==> config.mk <==
export PLATFORM = sky130hd
export DESIGN_NAME = page_translator
export DESIGN_NICKNAME = d
export VERILOG_FILES = /design/src/rtl/xlate_pkg.sv /design/src/rtl/xlate_ctrl.sv /design/src/rtl/xlate_dp.sv /design/src/rtl/page_translator.sv
export SDC_FILE = /design/constraint.sdc
export NUM_CORES = 2
export LEC_CHECK = 0
export BUFFER_PORTS_ARGS = -buffer_cell sky130_fd_sc_hd__buf_2
export CAP_MARGIN = 20
export CELL_PAD_IN_SITES_DETAIL_PLACEMENT = 0
export CELL_PAD_IN_SITES_GLOBAL_PLACEMENT = 1
export CORE_MARGIN = 2
export CORE_UTILIZATION = 50
export DETAILED_ROUTE_END_ITERATION = 8
export PLACE_DENSITY = 0.75
export SETUP_SLACK_MARGIN = 0.4
export SKIP_LAST_GASP = 1
export SLEW_MARGIN = 20
export SYNTH_ARGS = -nofsm -noshare
export SYNTH_HDL_FRONTEND = slang
export SYNTH_SLANG_ARGS = --single-unit
export TNS_END_PERCENT = 100
==> constraint.sdc <==
create_clock -name clk -period 3.8 [get_ports clk]
set_input_delay 0.38 -clock clk [delete_from_list [all_inputs] [get_ports clk]]
set_output_delay 0.38 -clock clk [all_outputs]
set_load 0.01 [all_outputs]
==> src/rtl/xlate_pkg.sv <==
package xlate_pkg;
  // Strobes from control to datapath, at most one active per cycle.
  typedef struct packed {
    logic finishHit;   // complete an accepted request from the cache
    logic latchReq;    // capture a request that missed
    logic readPte;     // read the mapping table for the captured page
    logic finishMiss;  // complete the miss, refill on a valid entry
  } xlStrobe_t;

  // Rights encoding: bit 1 = read allowed, bit 0 = write allowed
  typedef logic [1:0] perm_t;
endpackage

==> src/rtl/xlate_ctrl.sv <==
module xlate_ctrl
  import xlate_pkg::*;
(
  input  logic      clk,
  input  logic      rstN,
  input  logic      reqValid,
  input  logic      lookupHit,
  output xlStrobe_t strb,
  output logic      busy
);
  typedef enum logic [1:0] {ST_IDLE, ST_READ, ST_RESOLVE} state_t;
  state_t state, nextState;

  always_ff @(posedge clk) begin
    if (!rstN) state <= ST_IDLE;
    else       state <= nextState;
  end

  always_comb begin
    strb      = '0;
    nextState = state;
    unique case (state)
      ST_IDLE: begin
        if (reqValid) begin
          if (lookupHit) strb.finishHit = 1'b1;
          else begin
            strb.latchReq = 1'b1;
            nextState     = ST_READ;
          end
        end
      end
      ST_READ: begin
        strb.readPte = 1'b1;
        nextState    = ST_RESOLVE;
      end
      ST_RESOLVE: begin
        strb.finishMiss = 1'b1;
        nextState       = ST_IDLE;
      end
      default: nextState = ST_IDLE;
    endcase
  end

  assign busy = (state != ST_IDLE);

  // A miss occupies exactly two busy cycles
  assert_miss_len_R4: assert property (@(posedge clk) disable iff (!rstN)
    $rose(busy) |=> busy ##1 !busy);

  // No request is taken while a miss is outstanding
  assert_ignore_R9: assert property (@(posedge clk) disable iff (!rstN)
    busy |-> !(strb.finishHit || strb.latchReq));
endmodule

==> src/rtl/xlate_dp.sv <==
module xlate_dp
  import xlate_pkg::*;
#(
  parameter int VA_W  = 14,
  parameter int PA_W  = 12,
  parameter int OFF_W = 6,
  parameter int SETS  = 4,
  parameter int WAYS  = 4
) (
  input  logic               clk,
  input  logic               rstN,
  input  xlStrobe_t          strb,
  input  logic [VA_W-1:0]    reqVaddr,
  input  logic               reqWrite,
  input  logic               flush,
  input  logic               ptWrEn,
  input  logic [VA_W-OFF_W-1:0] ptWrVpn,
  input  logic [PA_W-OFF_W-1:0] ptWrPpn,
  input  logic               ptWrValid,
  input  logic               ptWrRead,
  input  logic               ptWrWrite,
  output logic               lookupHit,
  output logic               done,
  output logic               tlbHit,
  output logic               pageFault,
  output logic               protFault,
  output logic [PA_W-1:0]    paddr
);
  localparam int VPN_W    = VA_W - OFF_W;
  localparam int PPN_W    = PA_W - OFF_W;
  localparam int IDX_W    = $clog2(SETS);
  localparam int TAG_W    = VPN_W - IDX_W;
  localparam int WAY_W    = $clog2(WAYS);
  localparam int PT_DEPTH = 1 << VPN_W;

  // Cache storage
  logic [WAYS-1:0]  tlbVld  [SETS];
  logic [TAG_W-1:0] tlbTag  [SETS][WAYS];
  logic [PPN_W-1:0] tlbPpn  [SETS][WAYS];
  perm_t            tlbPerm [SETS][WAYS];
  logic [WAY_W-1:0] rrPtr   [SETS];

  // Mapping table storage
  logic [PT_DEPTH-1:0] ptVld;
  logic [PPN_W-1:0]    ptPpn  [PT_DEPTH];
  perm_t               ptPerm [PT_DEPTH];

  function automatic logic permOk(input perm_t p, input logic wr);
    return wr ? p[0] : p[1];
  endfunction

  // Lookup of the incoming address
  logic [VPN_W-1:0] inVpn;
  logic [IDX_W-1:0] inSet;
  logic [TAG_W-1:0] inTag;
  logic [WAYS-1:0]  hitVec;
  logic [PPN_W-1:0] hitPpn;
  perm_t            hitPerm;

  assign inVpn = reqVaddr[VA_W-1:OFF_W];
  assign inSet = inVpn[IDX_W-1:0];
  assign inTag = inVpn[VPN_W-1:IDX_W];

  for (genvar w = 0; w < WAYS; w++) begin : g_cmp
    assign hitVec[w] = tlbVld[inSet][w] && (tlbTag[inSet][w] == inTag);
  end

  always_comb begin
    hitPpn  = '0;
    hitPerm = '0;
    for (int w = 0; w < WAYS; w++) begin
      if (hitVec[w]) begin
        hitPpn  = hitPpn  | tlbPpn[inSet][w];
        hitPerm = hitPerm | tlbPerm[inSet][w];
      end
    end
  end
  assign lookupHit = |hitVec;

  // Captured miss request and table read
  logic [VA_W-1:0]  latVaddr;
  logic             latWrite;
  logic             pteVld;
  logic [PPN_W-1:0] ptePpn;
  perm_t            ptePerm;
  logic [VPN_W-1:0] latVpn;
  logic [IDX_W-1:0] latSet;
  logic [TAG_W-1:0] latTag;

  assign latVpn = latVaddr[VA_W-1:OFF_W];
  assign latSet = latVpn[IDX_W-1:0];
  assign latTag = latVpn[VPN_W-1:IDX_W];

  always_ff @(posedge clk) begin
    if (!rstN) begin
      latVaddr <= '0;
      latWrite <= 1'b0;
      pteVld   <= 1'b0;
      ptePpn   <= '0;
      ptePerm  <= '0;
    end else begin
      if (strb.latchReq) begin
        latVaddr <= reqVaddr;
        latWrite <= reqWrite;
      end
      if (strb.readPte) begin
        pteVld  <= ptVld[latVpn];
        ptePpn  <= ptPpn[latVpn];
        ptePerm <= ptPerm[latVpn];
      end
    end
  end

  // Victim selection: lowest invalid way, else the rotating pointer
  logic [WAY_W-1:0] victim;
  logic             useRr;
  always_comb begin
    logic found;
    found  = 1'b0;
    victim = rrPtr[latSet];
    for (int w = 0; w < WAYS; w++) begin
      if (!found && !tlbVld[latSet][w]) begin
        victim = WAY_W'(w);
        found  = 1'b1;
      end
    end
    useRr = !found;
  end

  // Write-port decode for invalidating a cached copy
  logic [IDX_W-1:0] wrSet;
  logic [TAG_W-1:0] wrTag;
  assign wrSet = ptWrVpn[IDX_W-1:0];
  assign wrTag = ptWrVpn[VPN_W-1:IDX_W];

  // Cache valid bits and pointers: refill, then invalidate, then flush
  always_ff @(posedge clk) begin
    if (!rstN) begin
      for (int s = 0; s < SETS; s++) begin
        tlbVld[s] <= '0;
        rrPtr[s]  <= '0;
      end
    end else begin
      if (strb.finishMiss && pteVld) begin
        tlbVld[latSet][victim] <= 1'b1;
        if (useRr) rrPtr[latSet] <= rrPtr[latSet] + WAY_W'(1);
      end
      if (ptWrEn) begin
        for (int w = 0; w < WAYS; w++)
          if (tlbVld[wrSet][w] && (tlbTag[wrSet][w] == wrTag))
            tlbVld[wrSet][w] <= 1'b0;
      end
      if (flush) begin
        for (int s = 0; s < SETS; s++) tlbVld[s] <= '0;
      end
    end
  end

  // Cache payload needs no reset: guarded by valid bits
  always_ff @(posedge clk) begin
    if (strb.finishMiss && pteVld) begin
      tlbTag[latSet][victim]  <= latTag;
      tlbPpn[latSet][victim]  <= ptePpn;
      tlbPerm[latSet][victim] <= ptePerm;
    end
  end

  // Mapping table
  always_ff @(posedge clk) begin
    if (!rstN) ptVld <= '0;
    else if (ptWrEn) ptVld[ptWrVpn] <= ptWrValid;
  end

  always_ff @(posedge clk) begin
    if (ptWrEn) begin
      ptPpn[ptWrVpn]  <= ptWrPpn;
      ptPerm[ptWrVpn] <= {ptWrRead, ptWrWrite};
    end
  end

  // Result registers
  always_ff @(posedge clk) begin
    if (!rstN) begin
      done      <= 1'b0;
      tlbHit    <= 1'b0;
      pageFault <= 1'b0;
      protFault <= 1'b0;
      paddr     <= '0;
    end else begin
      done <= 1'b0;
      if (strb.finishHit) begin
        done      <= 1'b1;
        tlbHit    <= 1'b1;
        pageFault <= 1'b0;
        protFault <= !permOk(hitPerm, reqWrite);
        paddr     <= permOk(hitPerm, reqWrite) ?
                     {hitPpn, reqVaddr[OFF_W-1:0]} : '0;
      end else if (strb.finishMiss) begin
        done   <= 1'b1;
        tlbHit <= 1'b0;
        if (!pteVld) begin
          pageFault <= 1'b1;
          protFault <= 1'b0;
          paddr     <= '0;
        end else begin
          pageFault <= 1'b0;
          protFault <= !permOk(ptePerm, latWrite);
          paddr     <= permOk(ptePerm, latWrite) ?
                       {ptePpn, latVaddr[OFF_W-1:0]} : '0;
        end
      end
    end
  end

  logic anyVld;
  always_comb begin
    anyVld = 1'b0;
    for (int s = 0; s < SETS; s++) anyVld = anyVld | (|tlbVld[s]);
  end

  assert_hit_done_R3: assert property (@(posedge clk) disable iff (!rstN)
    strb.finishHit |=> (done && tlbHit && !pageFault));

  assert_miss_done_R4: assert property (@(posedge clk) disable iff (!rstN)
    strb.finishMiss |=> (done && !tlbHit));

  assert_fault_nopa_R5: assert property (@(posedge clk) disable iff (!rstN)
    (done && pageFault) |-> (paddr == '0 && !protFault && !tlbHit));

  assert_prot_nopa_R6: assert property (@(posedge clk) disable iff (!rstN)
    (done && protFault) |-> (paddr == '0));

  assert_unique_R8: assert property (@(posedge clk) disable iff (!rstN)
    $onehot0(hitVec));

  assert_flush_R10: assert property (@(posedge clk) disable iff (!rstN)
    flush |=> !anyVld);

  assert_done_src_R12: assert property (@(posedge clk) disable iff (!rstN)
    done |-> $past(strb.finishHit || strb.finishMiss));
endmodule

==> src/rtl/page_translator.sv <==
module page_translator
  import xlate_pkg::*;
#(
  parameter int VA_W  = 14,
  parameter int PA_W  = 12,
  parameter int OFF_W = 6,
  parameter int SETS  = 4,
  parameter int WAYS  = 4
) (
  input  logic                  clk,
  input  logic                  rstN,
  input  logic                  reqValid,
  input  logic [VA_W-1:0]       reqVaddr,
  input  logic                  reqWrite,
  input  logic                  flush,
  input  logic                  ptWrEn,
  input  logic [VA_W-OFF_W-1:0] ptWrVpn,
  input  logic [PA_W-OFF_W-1:0] ptWrPpn,
  input  logic                  ptWrValid,
  input  logic                  ptWrRead,
  input  logic                  ptWrWrite,
  output logic                  busy,
  output logic                  done,
  output logic                  tlbHit,
  output logic                  pageFault,
  output logic                  protFault,
  output logic [PA_W-1:0]       paddr
);
  xlStrobe_t strb;
  logic      lookupHit;

  xlate_ctrl u_ctrl (
    .clk       (clk),
    .rstN      (rstN),
    .reqValid  (reqValid),
    .lookupHit (lookupHit),
    .strb      (strb),
    .busy      (busy)
  );

  xlate_dp #(
    .VA_W (VA_W), .PA_W (PA_W), .OFF_W (OFF_W), .SETS (SETS), .WAYS (WAYS)
  ) u_dp (
    .clk       (clk),
    .rstN      (rstN),
    .strb      (strb),
    .reqVaddr  (reqVaddr),
    .reqWrite  (reqWrite),
    .flush     (flush),
    .ptWrEn    (ptWrEn),
    .ptWrVpn   (ptWrVpn),
    .ptWrPpn   (ptWrPpn),
    .ptWrValid (ptWrValid),
    .ptWrRead  (ptWrRead),
    .ptWrWrite (ptWrWrite),
    .lookupHit (lookupHit),
    .done      (done),
    .tlbHit    (tlbHit),
    .pageFault (pageFault),
    .protFault (protFault),
    .paddr     (paddr)
  );
endmodule

==> summary.md <==
| Metric | Value |
|---|---|
| Status | finished clean |
| Non-filler instance count after layout | 8791 |
| Hold Crit Class | in -> reg |
| DRT iter0 DRCs | 6989 |
| Req. time, crit path | 4.57 ns |
| I/O Buffers | 53 |
| Routed Antenna Nets | 0 |
| WL/cell | 30.4 um |
| FMAX | 299 MHz |
| Synthesis Warnings | 0 |
| CP max FO | 71 |
| Slowest stage delay, CP | 0.58 ns |
| HPWL after DPL | 163000 um |
| Min Tclk post-route | 3.34 ns |
| Syn Inst Count | 5436 |
| Clock latency on the worst-skew pair | 0.92 ns |
| Synthesized area per cell | 19.1 um2 |
| Global-route wire length before repair | 389000 um |
| Setup TNS | 0 ns |
| WHS Path Cells | 1 |
| Reg2reg path depth | 8 |
| TritonCTS clock tree | yes |
| Post-layout util | 0.575 |
| RSZ-0062 raised after global routing | no |
| CP max stage cell | mux4_2 |
| Placed Area | 110000 um2 |
| Clock tree buffer depth | 4 |
| Largest net degree at the start of global routing | 190 |
| Max-slew violations | 0 |
| H-tree depth | 5 |
| Post-layout net count | 5919 |
| # setup viols final | 0 |
| Initial antenna violation count | 8 |
| Hold path start | ptWrPpn[2] |
| Synth unique cells | 69 |
| Most used DFF post-synth | edfxtp_1 |
| Syn_nets | 5473 |
| CTS sink count | 2596 |
| CP startpoint kind | flip-flop |
| Clk slew on worst S/H paths | 0.06 ns |
| Crit share post-route | 0.879 |
| Reg2reg end | u_dp.ptePpn[3] |
| Vias per cell | 6.26 |
| Critical Path Most Common Cell | mux4_2 |
| Sequential-to-total area share from yosys stat | 0.722 |
| Critical Path AT | 4.11 ns |
| Detailed Routing Iterations Pass 1 | 6 |
| WS Path Type | reg -> reg |
| Total power | 60.6 mW |
| #FFs+latches synth | 2596 |
| Layout cell share with drive strength beyond 1 | 0.288 |
| Setup Skew | 0.0511 ns |
| Drc violations | 0 |
| Pwr dens | 510 nW/um2 |
| Tot GR Track Use | 0.254 |
| Max cap viols | 0 |
| Initial core utilization | 0.502 |
| Routed vias | 55100 |
| Final worst slack | 0.461 ns |
| R2r setup slk | 0.46 ns |
| Total Wirelength | 267000 um |
| Hold_ws | 0.0451 ns |
| Worst setup EP type | flip-flop |
| Hold Fails Final Rpt | 0 |
| Die X | 459 um |
| Total grt overflow | 0 |
| Die area | 211000 um2 |
| Slew @ Worst Pin | 1.16 ns |
| Post-route cell area | 119000 um2 |
| Vias in the first global route | 55000 |
| Pre-CTS setup slack | 0.182 ns |
| Row count | 167 |
| Post-synth EDFFs | 2280 |
| Reg2reg start | u_dp.latVaddr[7] |
| Hold Crit Endpoint | u_dp.ptPpn[155][2] |
| I/O pin count | 54 |
| Netlist Area Pre-Place | 104000 um2 |
| Placer Congestion | 0.843 |
| Core area | 207000 um2 |
| TritonCTS Buffers | 283 |
| Die Ht | 459 um |
| Root buffer cell | clkbuf_16 |
| Inst Count DP | 8277 |
| Leakage | 37.0 nW |
| Crit path cell chain | buf_12 -> buf_12 -> mux4_2 -> mux4_2 -> mux4_2 -> nand2_1 -> and3_1 -> a211oi_1 |
| Max_slew headroom | 0.229 |
| Syn-to-layout area delta | 14.6% |
| Max rail drop VDD | 0.000477 V |
| Async SR Flop Fraction | 0 |
## cells in the mapped netlist, types with 8 or more instances
cell | n | area (um2)
o21ai_1 | 8 | 40.0
a31oi_1 | 8 | 50.1
buf_6 | 18 | 203
mux2i_1 | 83 | 831
a21oi_1 | 20 | 100
nor4_1 | 9 | 56.3
o21ai_0 | 286 | 1430
buf_1 | 33 | 124
nand3_1 | 28 | 140
clkbuf_1 | 220 | 826
xor2_1 | 18 | 158
o211ai_1 | 8 | 60.1
xnor2_1 | 40 | 350
buf_4 | 22 | 165
nand2_1 | 351 | 1320
mux2_2 | 9 | 101
edfxtp_1 | 2280 | 68500
a22oi_1 | 27 | 203
a211oi_1 | 31 | 233
and2_1 | 14 | 87.6
dfxtp_1 | 316 | 6330
nor3_1 | 11 | 55.1
nor2b_1 | 35 | 219
a21boi_0 | 256 | 1920
buf_2 | 93 | 465
a221oi_1 | 12 | 105
mux4_2 | 780 | 17600
inv_1 | 13 | 48.8
nor2_1 | 318 | 1190
## power by group
| group | switching (mW) | internal (mW) | leakage (nW) |
|---|---|---|---|
| Combinational | 2.07 | 1.41 | 9.68 |
| Clock | 10.7 | 15.2 | 4.25 |
| Sequential | 0.116 | 31.1 | 23.1 |
| Total | 12.9 | 47.7 | 37.0 |
## cell type report
cell class              instances  area [um2]
diodes                          1        2.50
clock buffers                 387        7790
clock inverters               102         848
fillers                     15100       87800
inverters                      15        56.3
multi-input cells            2436       27100
flip-flops and latches       2596       74800
well taps                    2704        3380
repair buffers                550        4870
## registers in the layout, summed over array words and instances, names as in the netlist, 2 cells and up, named ones only
| name | flops |
|---|---|
| u_ctrl.state | 2 |
| u_dp.latVaddr | 14 |
| u_dp.paddr | 12 |
| u_dp.ptPerm | 512 |
| u_dp.ptPpn | 1536 |
| u_dp.ptVld | 256 |
| u_dp.ptePerm | 2 |
| u_dp.ptePpn | 6 |
| u_dp.rrPtr | 8 |
| u_dp.tlbPerm | 32 |
| u_dp.tlbPpn | 96 |
| u_dp.tlbTag | 96 |
| u_dp.tlbVld | 16 |
## cells by family after synthesis
family | share of synthesized area
AO/OA/AOI/OAI | 0.0440
multiplexers | 0.180
XOR/XNOR | 0.00490
flip-flops | 0.722
AND/OR/NAND/NOR | 0.0317
buffers and inverters | 0.0181
## timing repair
action	in CTS	in global routing
gates cloned	0	1
setup endpoints to repair	8	6
buffers inserted	5	0
gates resized for setup	0	6
hold buffers	18	0
endpoints found under the hold margin	23	0
## cell usage in the layout, fill, tap and decap left out, drive strengths merged, types with 76 or more instances in the layout
cell type	Yosys	routed
nor2	318	318
o21ai	294	294
a21boi	256	256
mux2i	83	83
mux4	785	785
edfxtp	2280	2280
dfxtp	316	316
nand2	351	351
buf	167	521
clkinv	1	76
clkbuf	222	398
## per-layer routing
layer,part of all wire,track usage
met1,0.40,0.361
met2,0.48,0.403
met3,0.084,0.0465
met4,0.032,0.0829
met5,0.000049,0
## worst max-delay path: cells and delay by family, from the launching register on
| kind | cells | cell delay (ns) |
|---|---|---|
| compound gates | 1 | 0.07 |
| simple gates | 2 | 0.40 |
| mux | 3 | 1.49 |
| buf+inv | 2 | 0.61 |
| flops | 1 | 0.52 |
## worst max path at each step
stage	startpoint	to	slack, ns	cells past startpoint
floorplan	flip-flop	u_dp.tlbPerm[1][0]	0.86	7
global placement	u_dp.latVaddr[6]	u_dp.ptePpn[5]	0.13	9
detailed placement	u_dp.latVaddr[6]	u_dp.ptePpn[5]	0.18	9
CTS	u_dp.latVaddr[7]	u_dp.ptePpn[1]	0.46	10
global route	u_dp.latVaddr[6]	u_dp.ptePpn[4]	0.40	11
finish	u_dp.latVaddr[7]	u_dp.ptePpn[3]	0.46	8
(Power assumes the default switching activity.)
